`src/rtl/sir_pkg.sv`:
```
package sir_pkg;

    localparam int OVS_TICKS  = 16;
    localparam int PH_W       = $clog2(OVS_TICKS);
    localparam int HOLD_W     = $clog2(OVS_TICKS + 1);
    localparam int NORM_TICKS = 3;
    localparam int LP_PERIODS = 3;
    localparam int LP_W       = $clog2(LP_PERIODS + 1);

    typedef enum logic [1:0] {
        PATH_THRU   = 2'd0,
        PATH_NORMAL = 2'd1,
        PATH_LOWPWR = 2'd2
    } tx_path_e;

    typedef struct packed {
        logic            act;
        logic            zero;
        logic [PH_W-1:0] phase;
    } enc_state_t;

    function automatic tx_path_e pick_path(input logic en, input logic lp);
        if (!en)
            return PATH_THRU;
        else if (lp)
            return PATH_LOWPWR;
        else
            return PATH_NORMAL;
    endfunction

endpackage

```
`src/rtl/sir_sync2.sv`:
```
module sir_sync2 #(
    parameter logic RST_VAL = 1'b1
) (
    input  logic clk,
    input  logic rst,
    input  logic d,
    output logic q
);
    logic meta;

    always_ff @(posedge clk) begin
        if (rst) begin
            meta <= RST_VAL;
            q    <= RST_VAL;
        end else begin
            meta <= d;
            q    <= meta;
        end
    end
endmodule

```
`src/rtl/sir_tx_enc.sv`:
```
module sir_tx_enc
    import sir_pkg::*;
#(
    parameter int PRESC_W   = 8,
    parameter int IDLE_BITS = 10
) (
    input  logic               clk,
    input  logic               rst,
    input  logic               en,
    input  logic               tick,
    input  logic               txd,
    input  logic [PRESC_W-1:0] presc,
    output logic               norm_pulse,
    output logic               lp_pulse,
    output logic               busy
);
    localparam int ONES_W = $clog2(IDLE_BITS + 1);

    logic [PRESC_W-1:0] div_eff;
    assign div_eff = (presc == '0) ? PRESC_W'(1) : presc;

    enc_state_t         st, st_n;
    logic [ONES_W-1:0]  ones, ones_n;
    logic               start_p;
    logic [LP_W-1:0]    lp_left;
    logic [PRESC_W-1:0] lp_pc;

    // Bit framing: phase counts ticks inside a bit
    always_comb begin
        st_n    = st;
        ones_n  = ones;
        start_p = 1'b0;
        if (tick) begin
            if (!st.act) begin
                if (!txd) begin
                    st_n.act   = 1'b1;
                    st_n.zero  = 1'b1;
                    st_n.phase = '0;
                    ones_n     = '0;
                    start_p    = 1'b1;
                end
            end else if (st.phase == PH_W'(OVS_TICKS - 1)) begin
                st_n.phase = '0;
                st_n.zero  = !txd;
                if (txd) begin
                    if (ones == ONES_W'(IDLE_BITS - 1)) begin
                        st_n.act  = 1'b0;
                        st_n.zero = 1'b0;
                        ones_n    = '0;
                    end else begin
                        ones_n = ones + ONES_W'(1);
                    end
                end else begin
                    ones_n  = '0;
                    start_p = 1'b1;
                end
            end else begin
                st_n.phase = st.phase + PH_W'(1);
            end
        end
    end

    always_ff @(posedge clk) begin
        if (rst || !en) begin
            st   <= '0;
            ones <= '0;
        end else begin
            st   <= st_n;
            ones <= ones_n;
        end
    end

    // Low-power pulse: own divider restarted at each pulse start
    always_ff @(posedge clk) begin
        if (rst || !en) begin
            lp_left <= '0;
            lp_pc   <= '0;
        end else if (start_p) begin
            lp_left <= LP_W'(LP_PERIODS);
            lp_pc   <= '0;
        end else if (lp_left != '0) begin
            if (lp_pc == div_eff - PRESC_W'(1)) begin
                lp_pc   <= '0;
                lp_left <= lp_left - LP_W'(1);
            end else begin
                lp_pc <= lp_pc + PRESC_W'(1);
            end
        end
    end

    assign norm_pulse = st.act && st.zero && (st.phase < PH_W'(NORM_TICKS));
    assign lp_pulse   = (lp_left != '0);
    assign busy       = st.act;


    pulse_start_chk: assert property (@(posedge clk) disable iff (rst)
        $rose(norm_pulse) |-> (st.phase == '0));


    lp_count_down_chk: assert property (@(posedge clk) disable iff (rst)
        (lp_left != '0 && !start_p) |=> (lp_left <= $past(lp_left)));


    busy_only_from_zero_chk: assert property (@(posedge clk) disable iff (rst)
        $rose(busy) |-> $past(!txd));
endmodule

```
`src/rtl/sir_rx_dec.sv`:
```
module sir_rx_dec
    import sir_pkg::*;
#(
    parameter int PRESC_W = 8
) (
    input  logic               clk,
    input  logic               rst,
    input  logic               en,
    input  logic               busy,
    input  logic               tick,
    input  logic               rx_s,
    input  logic [PRESC_W-1:0] presc,
    output logic               nrz
);
    logic [PRESC_W-1:0] div_eff;
    logic [PRESC_W-1:0] wcnt;
    logic [HOLD_W-1:0]  ocnt;
    logic               accept;

    assign div_eff = (presc == '0) ? PRESC_W'(1) : presc;
    assign accept  = en && !busy && !rx_s && (wcnt == div_eff - PRESC_W'(1));

    always_ff @(posedge clk) begin
        if (rst || !en || busy) begin
            wcnt <= '0;
            ocnt <= '0;
        end else begin
            if (rx_s)
                wcnt <= '0;
            else if (wcnt != div_eff)
                wcnt <= wcnt + PRESC_W'(1);

            if (accept)
                ocnt <= HOLD_W'(OVS_TICKS);
            else if (tick && ocnt != '0)
                ocnt <= ocnt - HOLD_W'(1);
        end
    end

    assign nrz = (ocnt == '0);


    accept_once_chk: assert property (@(posedge clk) disable iff (rst)
        accept |=> (!accept || !$stable(presc)));


    hold_range_chk: assert property (@(posedge clk) disable iff (rst)
        ocnt <= HOLD_W'(OVS_TICKS));


    busy_clears_chk: assert property (@(posedge clk) disable iff (rst)
        busy |=> (ocnt == '0));
endmodule

```
`src/rtl/sir_codec.sv`:
```
module sir_codec
    import sir_pkg::*;
#(
    parameter int PRESC_W   = 8,
    parameter int IDLE_BITS = 10
) (
    input  logic               clk,
    input  logic               rst,
    input  logic               sir_en,
    input  logic               lp_mode,
    input  logic [PRESC_W-1:0] presc,
    input  logic               tick16,
    input  logic               uart_txd,
    output logic               pin_tx,
    input  logic               pin_rx,
    output logic               uart_rxd
);
    tx_path_e path;
    logic     norm_pulse, lp_pulse, busy, rx_s, nrz;

    assign path = pick_path(sir_en, lp_mode);

    sir_tx_enc #(.PRESC_W(PRESC_W), .IDLE_BITS(IDLE_BITS)) u_enc (
        .clk        (clk),
        .rst        (rst),
        .en         (sir_en),
        .tick       (tick16),
        .txd        (uart_txd),
        .presc      (presc),
        .norm_pulse (norm_pulse),
        .lp_pulse   (lp_pulse),
        .busy       (busy)
    );

    sir_sync2 #(.RST_VAL(1'b1)) u_sync (
        .clk (clk),
        .rst (rst),
        .d   (pin_rx),
        .q   (rx_s)
    );

    sir_rx_dec #(.PRESC_W(PRESC_W)) u_dec (
        .clk   (clk),
        .rst   (rst),
        .en    (sir_en),
        .busy  (busy),
        .tick  (tick16),
        .rx_s  (rx_s),
        .presc (presc),
        .nrz   (nrz)
    );

    always_comb begin
        case (path)
            PATH_NORMAL: pin_tx = norm_pulse;
            PATH_LOWPWR: pin_tx = lp_pulse;
            default:     pin_tx = uart_txd;
        endcase
    end

    assign uart_rxd = (path == PATH_THRU) ? pin_rx : (busy ? 1'b1 : nrz);


    reset_tx_idle_chk: assert property (@(posedge clk) disable iff (rst)
        ($past(rst) && sir_en) |-> !pin_tx);


    reset_rx_idle_chk: assert property (@(posedge clk) disable iff (rst)
        ($past(rst) && sir_en) |-> uart_rxd);
endmodule

```
`config.mk`:
```
export PLATFORM = sky130hd
export DESIGN_NAME = sir_codec
export DESIGN_NICKNAME = d
export VERILOG_FILES = /design/src/rtl/sir_pkg.sv /design/src/rtl/sir_sync2.sv /design/src/rtl/sir_tx_enc.sv /design/src/rtl/sir_rx_dec.sv /design/src/rtl/sir_codec.sv
export SDC_FILE = /design/constraint.sdc
export NUM_CORES = 1
export LEC_CHECK = 0
export BUFFER_PORTS_ARGS = -buffer_cell sky130_fd_sc_hd__buf_2
export CAP_MARGIN = 10
export CORE_ASPECT_RATIO = 0.5
export CORE_MARGIN = 2
export CORE_UTILIZATION = 45
export DETAILED_ROUTE_END_ITERATION = 10
export PLACE_DENSITY_LB_ADDON = 0.25
export SLEW_MARGIN = 5
export SYNTH_ARGS = -nofsm -noshare
export SYNTH_HDL_FRONTEND = slang
export SYNTH_SLANG_ARGS = --single-unit
```
`constraint.sdc`:
```
create_clock -name clk -period 5.3 [get_ports clk]
set_input_delay 0 -clock clk [delete_from_list [all_inputs] [get_ports clk]]
set_output_delay 0 -clock clk [all_outputs]
set_load 0.01 [all_outputs]
```
# ---- After elaboration in Yosys (flattened, before gate mapping)
# Index checks and enable logic that the tools add are counted.
dict set report op_classes {
  n_reduce_logical 26
  n_eq_ne 9
  n_lt_le_gt_ge 1
  addsub 7
  muxes 27
}
# operator n
set ops {}
lappend ops {{4-bit 2-to-1 mux} 6}
lappend ops {{8-bit by 1-bit adder with 8-bit output (second input constant)} 2}
lappend ops {{8-bit == test} 2}
lappend ops {{2-bit 2-to-1 mux} 8}
lappend ops {{8-bit 2-to-1 mux} 2}
lappend ops {{6-bit 2-to-1 mux} 2}
lappend ops {{5-bit 2-to-1 mux} 2}
lappend ops {{4-bit by 1-bit adder with 4-bit output (second input constant)} 2}
lappend ops {{4-bit == test (second input constant)} 2}
lappend ops {{8-bit zero test} 1}
lappend ops {{8-bit != test} 1}
lappend ops {{2-bit nonzero test} 4}
lappend ops {{8-bit by 1-bit subtractor with 8-bit output (second input constant)} 1}
lappend ops {{1-bit logical AND} 6}
lappend ops {{1-bit 2-to-1 mux} 6}
lappend ops {{2-bit OR reduction} 3}
lappend ops {{5-bit zero test} 1}
lappend ops {{5-bit nonzero test} 1}
lappend ops {{5-bit by 1-bit subtractor with 5-bit output (second input constant)} 1}
lappend ops {{1-bit zero test} 4}
lappend ops {{4-bit by 2-bit less-than comparator with 1-bit output (second input constant)} 1}
lappend ops {{2-bit AND reduction} 2}
lappend ops {{3-bit AND reduction} 1}
lappend ops {{2-bit by 1-bit == test with 1-bit output (second input constant)} 1}
lappend ops {{other kinds (7)} 8}
dict set report word_totals {
  input_bits 15
  ff_bits 35
}

# ---- Logic depth before layout (Yosys ltp)
dict set report depth {
  depth_word 7
  mapped_depth 11
  mapped_depth_nobuf 9
}

# ---- By module
# From an unflattened synthesis, not the netlist that was laid out.
dict set report hier_totals {
  hier_cells 286
  area_unflattened_um2 2389.8
}
# mod cells_each area_each_um2 n_inst seq_area_each_um2
set by_module_without_submodules {}
lappend by_module_without_submodules {sir_tx_enc 149 1247.4 1 400.4}
lappend by_module_without_submodules {sir_rx_dec 127 1058.5 1 260.2}
lappend by_module_without_submodules {sir_sync2 4 52.6 1 40.0}
lappend by_module_without_submodules {sir_codec 6 31.3 1 0.0}

# ---- Worst setup path before layout
# OpenSTA, ideal clock, no wires.
dict set report synth_timing {
  path_kind {input port to flip-flop}
  start {in presc[7]}
  end {reg u_enc.lp_left[0]}
  path_stages 11
  path_slack_ns 3.043
  t_required_ns 5.170
  path_buffers 2
  t_arrival_ns 2.127
  path_cell_list {buf_2 > nor4_1 > a21oi_2 > ha_1 > nor3b_1 > nand2_1 > xnor2_1 > or3_1 > buf_2 > o31ai_1 > a31oi_1}
}
dict set report synth_via {
  elab_chain_cells 6
}
# element line
set synth_rtl {}
lappend synth_rtl {{start: declaration} sir_codec.sv:11} ;# input logic [PRESC_W-1:0] presc,
lappend synth_rtl {{8-bit zero test} sir_tx_enc.sv:20} ;# assign div_eff = (presc == '0) ? PRESC_W'(1) : presc;
lappend synth_rtl {{8-bit 2-to-1 mux *} sir_tx_enc.sv:20}
lappend synth_rtl {{8-bit by 1-bit subtractor with 8-bit output *} sir_tx_enc.sv:82} ;# if (lp_pc == div_eff - PRESC_W'(1)) begin
lappend synth_rtl {{8-bit == test *} sir_tx_enc.sv:82}
lappend synth_rtl {{2-bit nonzero test (no source line) *} n/a}
lappend synth_rtl {{2-bit AND reduction (no source line) *} n/a}
lappend synth_rtl {{end signal: assignment} sir_tx_enc.sv:79} ;# lp_left <= LP_W'(LP_PERIODS);
lappend synth_rtl {{end signal: assignment} sir_tx_enc.sv:84} ;# lp_left <= lp_left - LP_W'(1);
lappend synth_rtl {{end: declaration} sir_tx_enc.sv:25} ;# logic [LP_W-1:0] lp_left;
# Mark *: on every way between the ends. The rest lies on a longest branch, timed or not.
# A chain may end at the register's enable or synchronous reset.

# ---- Final worst setup path
dict set report layout_timing {
  start {in presc[5]}
  end {reg u_enc.lp_left[1]}
}
# Same word-level chain as after synthesis.

==> reports/metrics.csv <==
metric,value,unit
"Design Area, Final",2500,um2
root buf cell,clkbuf_8,
GRT Total Usage,19.4,%
mux cell area share after synthesis,0.441,%
Area contributors post-synth,"dfxtp_1 31%, xnor2_1 8.1%, xor2_1 6.6%",
list of most frequent post-synthesis cells,"35 x dfxtp_1, 31 x nor2_1, 30 x nand2_1, 21 x xnor2_1, 18 x a21oi_1",
Worst Setup EP,u_enc.lp_left[1]$_SDFFE_PP0P_,
post-place setup slack,2.67,ns
reg2reg path depth,6,
gr ovfl total,0,
Placed Area,2390,um2
average size of a mapped cell,7.92,um2
syn nets,311,
HPWL Detailed,3.85,mm
die area,5670,um2
drt total wl,5.09,mm
First DRT Iteration DRCs,143,
wire length per cell,13.7,um
total chip power,0.518,mW
clock network power share,35.7,%
Mapped Area,2270,um2
Switching Share,26.1,%
clock sinks,35,
worst r2r dst,u_dec.wcnt[2]$_SDFFE_PP0P_,
Core Area,4890,um2
register bit count reported by yosys,35,
post-synthesis compound-gate area fraction,17.0,%
Hold Crit Class,input pin to flop,
Worst Setup End Kind,flop,
hold violation total from the final report,0,
fin. max-slew vios,0,
via count,2030,
top_reg_cell synth,dfxtp_1,
CTS tree,built,
clk slew on worst S/H paths,0.07,ns
global-route wire length before repair,8.62,mm
worst setup path startpoint,presc[5],
clock skew,0.00422,ns
worst path cell trace,buf_2 > nor3_1 > a21oi_2 > ha_1 > nor3b_1 > nand2_1 > xnor2_1 > nor3_1 > nand2_1 > a311oi_2,
leakage power figure,0.883,nW
Max Freq,0.418,GHz
TritonRoute pass-1 iters,4,
Yosys top cell by area,dfxtp_1,
Synth Area in Adders,4.96,%
die height,54.2,um
CTS H-Tree Depth,2,
worst skew pair latency,0.28,ns
critical path peak fanout,11,
DRC violations left,0,
final setup margin,2.91,ns
WP data arrival,2.59,ns
largest net degree at the start of global routing,13,
Yosys warning count,0,
asr flop ratio synth,0,%
Filler cells,507,
startpoint types,input pin,
Final GP Congestion,0.954,
worst hold slack,0.0521,ns
Cell Pwr Density,207,nW/um2
post-route ant nets,0,
Psw,0.135,mW
Port Buffer Count,16,
min Tclk post-route,2.39,ns
Die W,104,um
antenna violations before repair,0,
"Largest stage delay, worst path",0.51,ns
# diodes,0,
area share of and/or/nand/nor cells after synthesis,27.4,%
"IR drop worst, VDD",0.0000752,V
Num CTS Buffers,5,
vias per cell,5.46,
Crit Path Category,input pin to flop,
Final Setup Violations,0,
Setup Total Neg Slack,0,ns
sequential power share,51.7,%
most common cell in the netlist,dfxtp_1,
Synth Area in XOR/XNOR,15.4,%
largest family of logic cells by synthesized area,simple AND/OR/NAND/NOR gates,
worst-margin pin slew,1.03,ns
worst r2r src,u_dec.wcnt[2]$_SDFFE_PP0P_,
Synth cell types,50,
Initial Util,46.5,%
Logic pwr share,12.6,%
post-synth top area share,30.8,%
layout cells sized above 1,11.3,%
Post-synth EDFFs,0,
"Seq/Total Area, Yosys",30.8,%
# rows,18,
RSZ-0062 raised after global routing,no,
"Slowest-stage cell, CP",nor3_1,
CTS Buffer Depth,2,
Synth Instances,287,
NumNets Final,325,
I/O pin cnt,17,
max_slew headroom,31.0,%
reg2reg setup slack,3.03,ns
status,"finished, final reports clean",
vias in the first global route,1858,
hold_sp,uart_txd,
Power Internal,0.382,mW
worst path required time,5.50,ns
Max-Cap Viols,0,
synth-to-layout area growth,10.1,%
fin crit share,45.1,%
flip-flops by register name (all words and copies together), names as in the netlist:
signal,flops
u_dec.wcnt,8
u_enc.lp_pc,8
u_dec.ocnt,5
u_enc.st,5
u_enc.ones,4
u_enc.lp_left,2
u_enc.busy,1
u_sync.meta,1
u_sync.q,1
worst min-delay path by stage:
stage	endpoint	slack, ns	cells after the start
after floorplan	pin_tx	0.08	1
after global placement	u_sync.meta$_SDFF_PP1_	0.20	2
after detailed placement	u_sync.meta$_SDFF_PP1_	0.20	2
after CTS	u_enc.busy$_SDFFE_PP0P_	0.05	3
after global routing	u_enc.busy$_SDFFE_PP0P_	0.05	3
final	u_enc.busy$_SDFFE_PP0P_	0.05	3
cells by family (layout without fill, tap and decap cells):
kind of cell / count (synthesis) / in the layout
AOI/OAI and AO/OA: 56 / 56
xor gates and xnor gates: 39 / 39
adders and majority gates: 9 / 9
buffers and inverters: 23 / 38
DFF: 35 / 35
muxes: 1 / 1
and+or+nand+nor: 124 / 124
critical path, delay by kind of cell:
kind / cells / cell delay (ns)
and+or+nand+nor: 5 / 1.37
AOI/OAI and AO/OA: 2 / 0.58
adders and majority gates: 1 / 0.27
buffers and inverters: 1 / 0.19
xor gates and xnor gates: 1 / 0.17
through the flow:
step | util (%) | cells
CTS | 51.2 | 372
detailed placement | 48.9 | 361
finish | 51.2 | 372
global placement | 48.9 | 361
floorplan | - | 287
global route | 51.2 | 372
layout make-up:
type                       count  area [um2]  share of cell area (%)
clock buffer                   7        76.3                    3.05
clock inverter                 1        5.00                   0.200
inverter                      11        41.3                    1.65
multi-input combinational    229        1480                    59.2
sequential                    35         701                    28.0
tap                           70        87.6                    3.50
timing repair buffer          19         110                    4.40
layout by cell type, fill, tap and decap left out, types with 3 or more instances in the layout:
master         instances
or3_1                  3
dfxtp_1               35
buf_2                 16
xor2_1                17
xnor2_1               21
nand2_1               30
a211oi_1               4
or2_2                  3
inv_1                 10
o21ai_0                6
nand3_1               12
nor2_1                31
a311oi_1               4
nor3_1                11
nor4_1                 5
dlygate4sd3_1          3
and3_1                 3
clkbuf_8               5
a21oi_1               18
nand4_1                7
ha_1                   9
nand2b_1              10
power groups by stage:
stage | Combinational (mW) | Clock (mW) | Sequential, mW
global placement | 0.0621 | 0 | 0.274
CTS | 0.0648 | 0.191 | 0.268
global route | 0.0729 | 0.205 | 0.268
detailed placement | 0.0627 | 0 | 0.274
finish | 0.0650 | 0.185 | 0.268
floorplan | 0.0456 | 0 | 0.273
routing by layer:
| metal | up-vias | share of wire [%] | track usage [%] |
|---|---|---|---|
| li1 | 1032 | - | - |
| met1 | 943 | 51 | 26.9 |
| met2 | 53 | 42 | 30.1 |
| met3 | 2 | 6.5 | 5.83 |
| met4 | 0 | 0.41 | 4.50 |
| met5 | - | 0 | 0 |
what timing repair did:
item,in CTS,in global routing
buffers inserted,0,0
hold buffers,3,0
hold endpoints to repair,2,0
resized for setup,0,0
Power figures use the tool's default switching activity.
